[config.mk]
export PLATFORM = sky130hd
export DESIGN_NAME = card_pwr_seq
export DESIGN_NICKNAME = d
export VERILOG_FILES = /design/src/rtl/cps_pkg.sv /design/src/rtl/cps_wake_cnt.sv /design/src/rtl/cps_fsm.sv /design/src/rtl/cps_pad_ctl.sv /design/src/rtl/card_pwr_seq.sv
export SDC_FILE = /design/constraint.sdc
export NUM_CORES = 1
export LEC_CHECK = 0
export ABC_AREA = 0
export BUFFER_PORTS_ARGS = -buffer_cell sky130_fd_sc_hd__buf_2
export CAP_MARGIN = 20
export CORE_MARGIN = 2
export CORE_UTILIZATION = 49
export DETAILED_ROUTE_END_ITERATION = 7
export GPL_TIMING_DRIVEN = 0
export PLACE_DENSITY = 0.84
export SLEW_MARGIN = 25
export SYNTH_ARGS = -nofsm -noshare
export SYNTH_HDL_FRONTEND = slang
export SYNTH_SLANG_ARGS = --single-unit
export TNS_END_PERCENT = 10
[constraint.sdc]
create_clock -name clk -period 3.2 [get_ports clk]
set_input_delay 0 -clock clk [delete_from_list [all_inputs] [get_ports clk]]
set_output_delay 0 -clock clk [all_outputs]
set_load 0.05 [all_outputs]
[src/rtl/cps_pkg.sv]
package cps_pkg;

    typedef enum logic [2:0] {
        RST_HIZ = 3'd0,
        PCYCLE  = 3'd1,
        POFF    = 3'd2,
        PWAKE   = 3'd3,
        PON     = 3'd4
    } pwr_state_e;

    localparam logic [1:0] MODE_OFF   = 2'b00;
    localparam logic [1:0] MODE_RSVD  = 2'b01;
    localparam logic [1:0] MODE_CYCLE = 2'b10;
    localparam logic [1:0] MODE_ON    = 2'b11;

    function automatic logic [1:0] mode_code(pwr_state_e s);
        logic [1:0] c;
        unique case (s)
            PCYCLE:      c = MODE_CYCLE;
            PWAKE, PON:  c = MODE_ON;
            default:     c = MODE_OFF;
        endcase
        return c;
    endfunction

endpackage

[src/rtl/cps_wake_cnt.sv]
module cps_wake_cnt #(
    parameter int WAKE_CYC = 74
) (
    input  logic clk,
    input  logic rst_n,
    input  logic run,
    input  logic tick,
    output logic done
);
    localparam int CNT_W = (WAKE_CYC > 2) ? $clog2(WAKE_CYC) : 1;
    localparam logic [CNT_W-1:0] LAST = CNT_W'(WAKE_CYC - 1);

    logic [CNT_W-1:0] cnt_q;

    always_ff @(posedge clk or negedge rst_n) begin
        if (!rst_n)
            cnt_q <= '0;
        else if (!run)
            cnt_q <= '0;
        else if (tick && cnt_q != LAST)
            cnt_q <= cnt_q + 1'b1;
    end

    assign done = run && tick && (cnt_q == LAST);

    AST_CNT_RANGE: assert property (@(posedge clk) disable iff (!rst_n)
        cnt_q <= LAST);
    AST_CNT_CLEARS: assert property (@(posedge clk) disable iff (!rst_n)
        !run |=> cnt_q == '0);
    AST_CNT_NEEDS_TICK: assert property (@(posedge clk) disable iff (!rst_n)
        (run && !tick) |=> $stable(cnt_q) || cnt_q == '0);

endmodule

[src/rtl/cps_fsm.sv]
module cps_fsm
    import cps_pkg::*;
(
    input  logic       clk,
    input  logic       rst_n,
    input  logic       wr_en,
    input  logic [1:0] wr_mode,
    input  logic       wake_done,
    output pwr_state_e state
);
    pwr_state_e state_q, state_d;

    always_ff @(posedge clk or negedge rst_n) begin
        if (!rst_n)
            state_q <= RST_HIZ;
        else
            state_q <= state_d;
    end

    always_comb begin
        state_d = state_q;
        unique case (state_q)
            RST_HIZ: begin
                if (wr_en && wr_mode == MODE_CYCLE) state_d = PCYCLE;
            end
            PCYCLE: begin
                if (wr_en && wr_mode == MODE_OFF) state_d = POFF;
            end
            POFF: begin
                if (wr_en && wr_mode == MODE_CYCLE)   state_d = PCYCLE;
                else if (wr_en && wr_mode == MODE_ON) state_d = PWAKE;
            end
            PWAKE: begin
                if (wr_en && wr_mode == MODE_OFF)        state_d = POFF;
                else if (wr_en && wr_mode == MODE_CYCLE) state_d = PCYCLE;
                else if (wake_done)                      state_d = PON;
            end
            PON: begin
                if (wr_en && wr_mode == MODE_OFF)        state_d = POFF;
                else if (wr_en && wr_mode == MODE_CYCLE) state_d = PCYCLE;
            end
            default: state_d = RST_HIZ;
        endcase
    end

    assign state = state_q;

    AST_WAKE_FROM_OFF: assert property (@(posedge clk) disable iff (!rst_n)
        (state_q != PWAKE) |=> (state_q != PWAKE) || ($past(state_q) == POFF));
    AST_RSVD_HOLD: assert property (@(posedge clk) disable iff (!rst_n)
        (wr_en && wr_mode == MODE_RSVD && !wake_done) |=> $stable(state_q));
    AST_SAME_NO_RESTART: assert property (@(posedge clk) disable iff (!rst_n)
        (state_q == PWAKE && wr_en && wr_mode == MODE_ON) |=> (state_q == PWAKE || state_q == PON));
    AST_ON_FROM_WAKE: assert property (@(posedge clk) disable iff (!rst_n)
        (state_q != PON) |=> (state_q != PON) || ($past(state_q) == PWAKE));

endmodule

[src/rtl/cps_pad_ctl.sv]
module cps_pad_ctl
    import cps_pkg::*;
#(
    parameter int DATA_W = 8
) (
    input  pwr_state_e        state,
    output logic              ck_oe,
    output logic              ck_lvl,
    output logic              cmd_oe,
    output logic              cmd_lvl,
    output logic [DATA_W-1:0] dat_oe,
    output logic [DATA_W-1:0] dat_lvl,
    output logic              host_en
);
    logic line_oe, line_lvl;

    always_comb begin
        ck_oe    = 1'b0;
        ck_lvl   = 1'b0;
        line_oe  = 1'b0;
        line_lvl = 1'b0;
        host_en  = 1'b0;
        unique case (state)
            RST_HIZ: ;
            PCYCLE: begin
                ck_oe   = 1'b1;
                line_oe = 1'b1;
            end
            POFF: begin
                ck_oe    = 1'b1;
                ck_lvl   = 1'b1;
                line_oe  = 1'b1;
                line_lvl = 1'b1;
            end
            PWAKE: begin
                line_oe  = 1'b1;
                line_lvl = 1'b1;
            end
            PON: host_en = 1'b1;
            default: ;
        endcase
    end

    assign cmd_oe  = line_oe;
    assign cmd_lvl = line_lvl;

    for (genvar i = 0; i < DATA_W; i++) begin : g_dat
        assign dat_oe[i]  = line_oe;
        assign dat_lvl[i] = line_lvl;
    end

endmodule

[src/rtl/card_pwr_seq.sv]
module card_pwr_seq
    import cps_pkg::*;
#(
    parameter int DATA_W   = 8,
    parameter int WAKE_CYC = 74
) (
    input  logic              clk,
    input  logic              rst_n,
    input  logic              reg_wr,
    input  logic [2:0]        reg_wdata,
    output logic [2:0]        reg_rdata,
    input  logic              card_tick,
    input  logic              ctl_dir_cmd,
    input  logic              ctl_dir_dat,
    output logic              xcvr_dir_cmd,
    output logic              xcvr_dir_dat,
    output logic              ck_oe,
    output logic              ck_lvl,
    output logic              cmd_oe,
    output logic              cmd_lvl,
    output logic [DATA_W-1:0] dat_oe,
    output logic [DATA_W-1:0] dat_lvl,
    output logic              host_en
);
    pwr_state_e state;
    logic       wake_done;
    logic       pol_q;

    always_ff @(posedge clk or negedge rst_n) begin
        if (!rst_n)
            pol_q <= 1'b0;
        else if (reg_wr)
            pol_q <= reg_wdata[2];
    end

    cps_fsm u_fsm (
        .clk       (clk),
        .rst_n     (rst_n),
        .wr_en     (reg_wr),
        .wr_mode   (reg_wdata[1:0]),
        .wake_done (wake_done),
        .state     (state)
    );

    cps_wake_cnt #(.WAKE_CYC(WAKE_CYC)) u_cnt (
        .clk   (clk),
        .rst_n (rst_n),
        .run   (state == PWAKE),
        .tick  (card_tick),
        .done  (wake_done)
    );

    cps_pad_ctl #(.DATA_W(DATA_W)) u_pad (
        .state   (state),
        .ck_oe   (ck_oe),
        .ck_lvl  (ck_lvl),
        .cmd_oe  (cmd_oe),
        .cmd_lvl (cmd_lvl),
        .dat_oe  (dat_oe),
        .dat_lvl (dat_lvl),
        .host_en (host_en)
    );

    assign reg_rdata    = {pol_q, mode_code(state)};
    assign xcvr_dir_cmd = ctl_dir_cmd ^ pol_q;
    assign xcvr_dir_dat = ctl_dir_dat ^ pol_q;

    AST_EN_NEEDS_TICK: assert property (@(posedge clk) disable iff (!rst_n)
        $rose(host_en) |-> $past(card_tick));
    AST_LOW_ALL_LINES: assert property (@(posedge clk) disable iff (!rst_n)
        (ck_oe && !ck_lvl) |-> (cmd_oe && !cmd_lvl && (&dat_oe) && !(|dat_lvl)));
    AST_EN_RELEASES: assert property (@(posedge clk) disable iff (!rst_n)
        host_en |-> (!ck_oe && !cmd_oe && !(|dat_oe)));
    AST_POL_WRITE: assert property (@(posedge clk) disable iff (!rst_n)
        reg_wr |=> reg_rdata[2] == $past(reg_wdata[2]));

endmodule

After elaboration in Yosys (flattened, before gate mapping)
Cells that the tools add are included.

operators by class
  add/subtract/negate cells = 1
  equality and inequality tests = 12
  multiplexer cells = 17
  bitwise logic cells = 2
  reduce and logical (&&, ||, !) cells = 13

operator list
  operator             count
  $mux 3               8
  $pmux 3 s5           1
  $mux 7               2
  $add 7x1->7 const B  1
  $eq 7x7->1 const B   1
  $ne 7x7->1 const B   1
  $eq 3x2->1 const B   2
  $logic_and 1x1->1    6
  $reduce_or 2->1      3
  $mux 1               5
  $eq 2x2->1 const B   2
  $ne 4x4->1 const B   1
  $pmux 2 s2           1
  $eq 3x1->1 const B   1
  $eq 3x3->1 const B   1
  $logic_not 3->1      1
  $ne 3x1->1 const B   1
  $reduce_and 3->1     1
  $reduce_or 3->1      1
  $logic_not 2->1      1
  $ne 2x1->1 const B   1
  $ne 2x2->1 const B   1
  $xor 1x1->1          2

word-level totals
  bits in registers = 11
  input bits = 9
  output and inout port bits = 26
  logic and storage cells = 48

Logic depth before layout (Yosys ltp)
  depth after elaboration = 7
  gate-level depth with buffers = 6
  mapped depth without buffers = 6

Modules after synthesis
A second synthesis with hierarchy kept.

unflattened totals
  cell total of the unflattened synthesis = 102
  area, all modules = 930.9 µm²

by module, submodules not included
  module        times used  cells an instance  area an instance (µm²)  sequential area each (µm²)
  cps_wake_cnt  1           43                 431.7                   175.2
  cps_fsm       1           26                 235.2                   75.1
  cps_pad_ctl   1           23                 168.9                   0.0
  card_pwr_seq  1           10                 95.1                    25.0

Worst setup path before layout
Ideal clock, no wire load.

  kind = reg-to-reg
  start = register u_fsm.state_q[0] (netlist: u_fsm.state[0])
  end = register u_fsm.state_q[1] (netlist: u_fsm.state[1])
  setup time = 65 ps
  arrival time = 2251 ps
  data required time = 3135 ps
  slack = 884 ps
  stages on the path, launching flop included = 6
  path buffers = 1
  period minus slack after synthesis = 2316 ps
  path through = dfrtp_1 -> clkbuf_1 -> nor3b_1 -> nand2_1 -> o311ai_1 -> o21a_1

on the way
  word-level cells in the longest chain between the ends = 5
  elaborated cells on any way between the ends = 12
  those cells by class = 7 x eq/ne; 1 x mux; 4 x reduce/logical

RTL lines
  element                            line                               source
  start, declared                    cps_fsm.sv:11                      pwr_state_e state_q, state_d;
  start signal, assigned             cps_fsm.sv:17                      state_q <= state_d;
  $eq 3x2->1                         cps_fsm.sv:22, card_pwr_seq.sv:48
  $logic_and 1x1->1 (2 in series)    cps_wake_cnt.sv:24                 assign done = run && tick && (cnt_q == LAST);
  $ne 4x4->1 (no source line)        -
  $reduce_and 3->1 (no source line)  -

Several ways; a longest one is shown, not always the timed one.
A chain may end at the register's enable or synchronous reset.

Worst setup path in the final report
  start = register u_fsm.state_q[0] (netlist: u_fsm.state[0])
  end = output port dat_oe[7]

on the way
  word-level cells in the longest chain between the ends = 3
  elaborated cells on any way between the ends = 5
  those cells by class = 3 x eq/ne; 1 x mux; 1 x reduce/logical

RTL lines
  element                                          line                source
  $eq 3x1->1 / $eq 3x2->1 (equally long branches)  cps_pad_ctl.sv:23   unique case (state)
  $reduce_or 3->1 (no source line) (*)             -
  $mux 1 (*)                                       cps_pad_ctl.sv:23
  end, declared                                    card_pwr_seq.sv:21  output logic [DATA_W-1:0] dat_oe,

Mark *: on every way between the ends. The rest lies on a longest branch, timed or not.

==> out/qor.csv <==
stage,metric,value,unit
outcome,outcome,"complete, no violations",
timing,setup TNS,0,ps
placed_design,GP Congestion,0.752,
placed_design,Port Buffer Count,34,
floorplanning,Die H,44.3,um
yosys,"Primary FF master, synth",dfrtp_1,
final_layout,synthesis-to-finish area growth,29.7,%
timing,Hold WS,15.9,ps
critical_path,Worst setup EP type,output port,
placed_design,DP Wirelength,1.25,mm
critical_path,Worst Path Arrival,1850,ps
yosys,Post-synth EDFFs,0,
clock_tree,H-tree depth,1,
yosys,dominant cell type by area after synthesis,dfrtp_1,
grt,largest net degree at the start of global routing,14,
job,total of max-cap violations,0,
clock_tree,Clock Path Buffers,2,
final_layout,"Core Util, Final",0.685,
grt,vias in the first global route,662,
yosys,top cell type's share of synthesized area,0.346,
timing,RSZ-0062 raised after global routing,false,
yosys,Post-Syn Area per Cell,8.56,um^2
clock_tree,clock-pin transition on the worst setup and hold timing paths,60,ps
grt,Overflow after GRT,0,
yosys,"top cells by area, synth","dfrtp_1, buf_4, nand2_1, xor2_1, nor2_1",
yosys,Synth Instances,93,
floorplanning,Die W,44.3,um
yosys,post-synthesis register bit count,11,
routing,Iteration-0 DRC Markers,7,
routing,via count,761,
yosys,mapped cell area,796,um^2
routing,post-route ant nets,0,
critical_path,critical path launch point,u_fsm.state[0],
timing,Max Clk Rate,541,MHz
timing,fin. max-slew vios,0,
clock_tree,CTS tree,done,
floorplanning,io pins,35,
routing,DR WL/cell,10.9,um
timing,Final setup viols,0,
worst_hold_path,Hold Path Class,input pin to flop,
floorplanning,starting density of the core,0.528,
final_layout,share of layout cells above drive strength 1,0.429,
routing,Via density,5.11,
routing,drt total wl,1.63,mm
critical_path,crit start category,flop,
floorplanning,cell row count,14,
timing,Tmin final,1850,ps
timing,final period utilization,0.577,
clock_tree,CTS Buf Count,3,
timing,Fin. Hold Viols,0,
timing,Worst-Margin Slew,465,ps
yosys,"Seq/Total Area, Yosys",0.346,
clock_tree,Num Clock Sinks,11,
grt,gr usage total,0.186,
critical_path,Reg-to-Reg Start,u_fsm.state[2],
worst_hold_path,Hold Path Origin,card_tick,
yosys,Synth async-reset ratio,1.00,
yosys,Synth top cells by count,"buf_4, nand2_1, dfrtp_1",
clock_tree,root buf cell,clkbuf_4,
yosys,distinct cell type count after synthesis,30,
floorplanning,Core Box Area,1510,um^2
yosys,Syn Nets,104,
routing,DRC viols,0,
critical_path,"Req. time, crit path",3200,ps
routing,drt first pass iters,4,
timing,slew margin rel.,0.689,
yosys,most common cell in the netlist,buf_4,
grt,first-pass GRT wire length,2.64,mm
yosys,Ys Warns,0,
critical_path,largest fanout on the critical path,10,
critical_path,Setup CP Type,flop to output port,
floorplanning,die area,1960,um^2
grt,antenna violations before repair,0,
clock_tree,"Clk Latency, worst-skew pair",270,ps
timing,Layout Skew,0.918,ps
final_layout,Final #Nets,145,
final_layout,Ant. Diodes,0,
## worst max-delay path, stage by stage, from the launching register on
cell      delay [ps]
dfrtp_1          320
clkbuf_1         310
nor2_1           120
nor2_1           390
buf_4            190
buf_2            250
## registers in the layout, indices dropped and copies added (netlist names)
signal and flops:
pol_q 1, u_fsm.state 3, u_cnt.cnt_q 7
## per-layer routing
| metal | GRT usage | wire length, um | up-vias |
|---|---|---|---|
| met5 | 0 | 0 | - |
| met4 | 0.115 | 48 | 0 |
| met3 | 0.0327 | 157 | 5 |
| met2 | 0.329 | 785 | 37 |
| met1 | 0.205 | 640 | 338 |
| li1 | - | - | 381 |
## per-stage QoR
stage | worst slack, ps | instance area (um^2) | instances
global placement | 1420 | 986 | 143
CTS | 1330 | 1030 | 149
detailed placement | 1370 | 986 | 143
floorplan | 884 | 796 | 93
global route | 1160 | 1030 | 149
finish | 1350 | 1030 | 149
## logic make-up after synthesis
family	synth area share
simple gates	0.234
fa+ha+maj	0.0314
mux	0.0141
buf+inv	0.179
flops	0.346
xor+xnor	0.0660
compound gates	0.129
## final cells by class
type,instances,area [um^2]
fill,129,474
clock buffer,4,26.3
inverter,3,11.3
timing repair buffer,36,190
multi-input combinational,61,378
buffer,18,131
tap,16,20.0
sequential,11,275
## what timing repair did
item | 4_1_cts | 5_1_grt
gates resized for setup | 0 | 0
buffers inserted | 0 | 0
hold buffers | 2 | 0
hold endpoints to repair | 12 | 0
## placed cells by master, fill, tap and decap left out, types with 2 or more instances in the layout
master	n
buf_2	34
buf_4	17
nand2_1	12
dfrtp_1	11
nor2_1	8
xor2_1	5
a21oi_1	5
o21ai_0	4
inv_1	3
nor3b_1	3
clkbuf_4	3
clkbuf_1	2
nand3_1	2
nand4_1	2
or3_1	2
ha_1	2
dlygate4sd3_1	2
## path summary, 6_finish.rpt
path | slack (ps) | cells after the start | to
max in group asynchronous | 2880 | 2 | pol_q
min | 20 | 2 | u_cnt.cnt_q[1]
min reg2reg | 590 | 2 | u_cnt.cnt_q[5]
min in group asynchronous | 130 | 2 | u_cnt.cnt_q[2]
max reg2reg | 1380 | 4 | u_fsm.state[1]
max | 1350 | 5 | dat_oe[7]
Power is not shown: default switching activity piles up to over one toggle a cycle in this logic, so the estimate is an artifact.
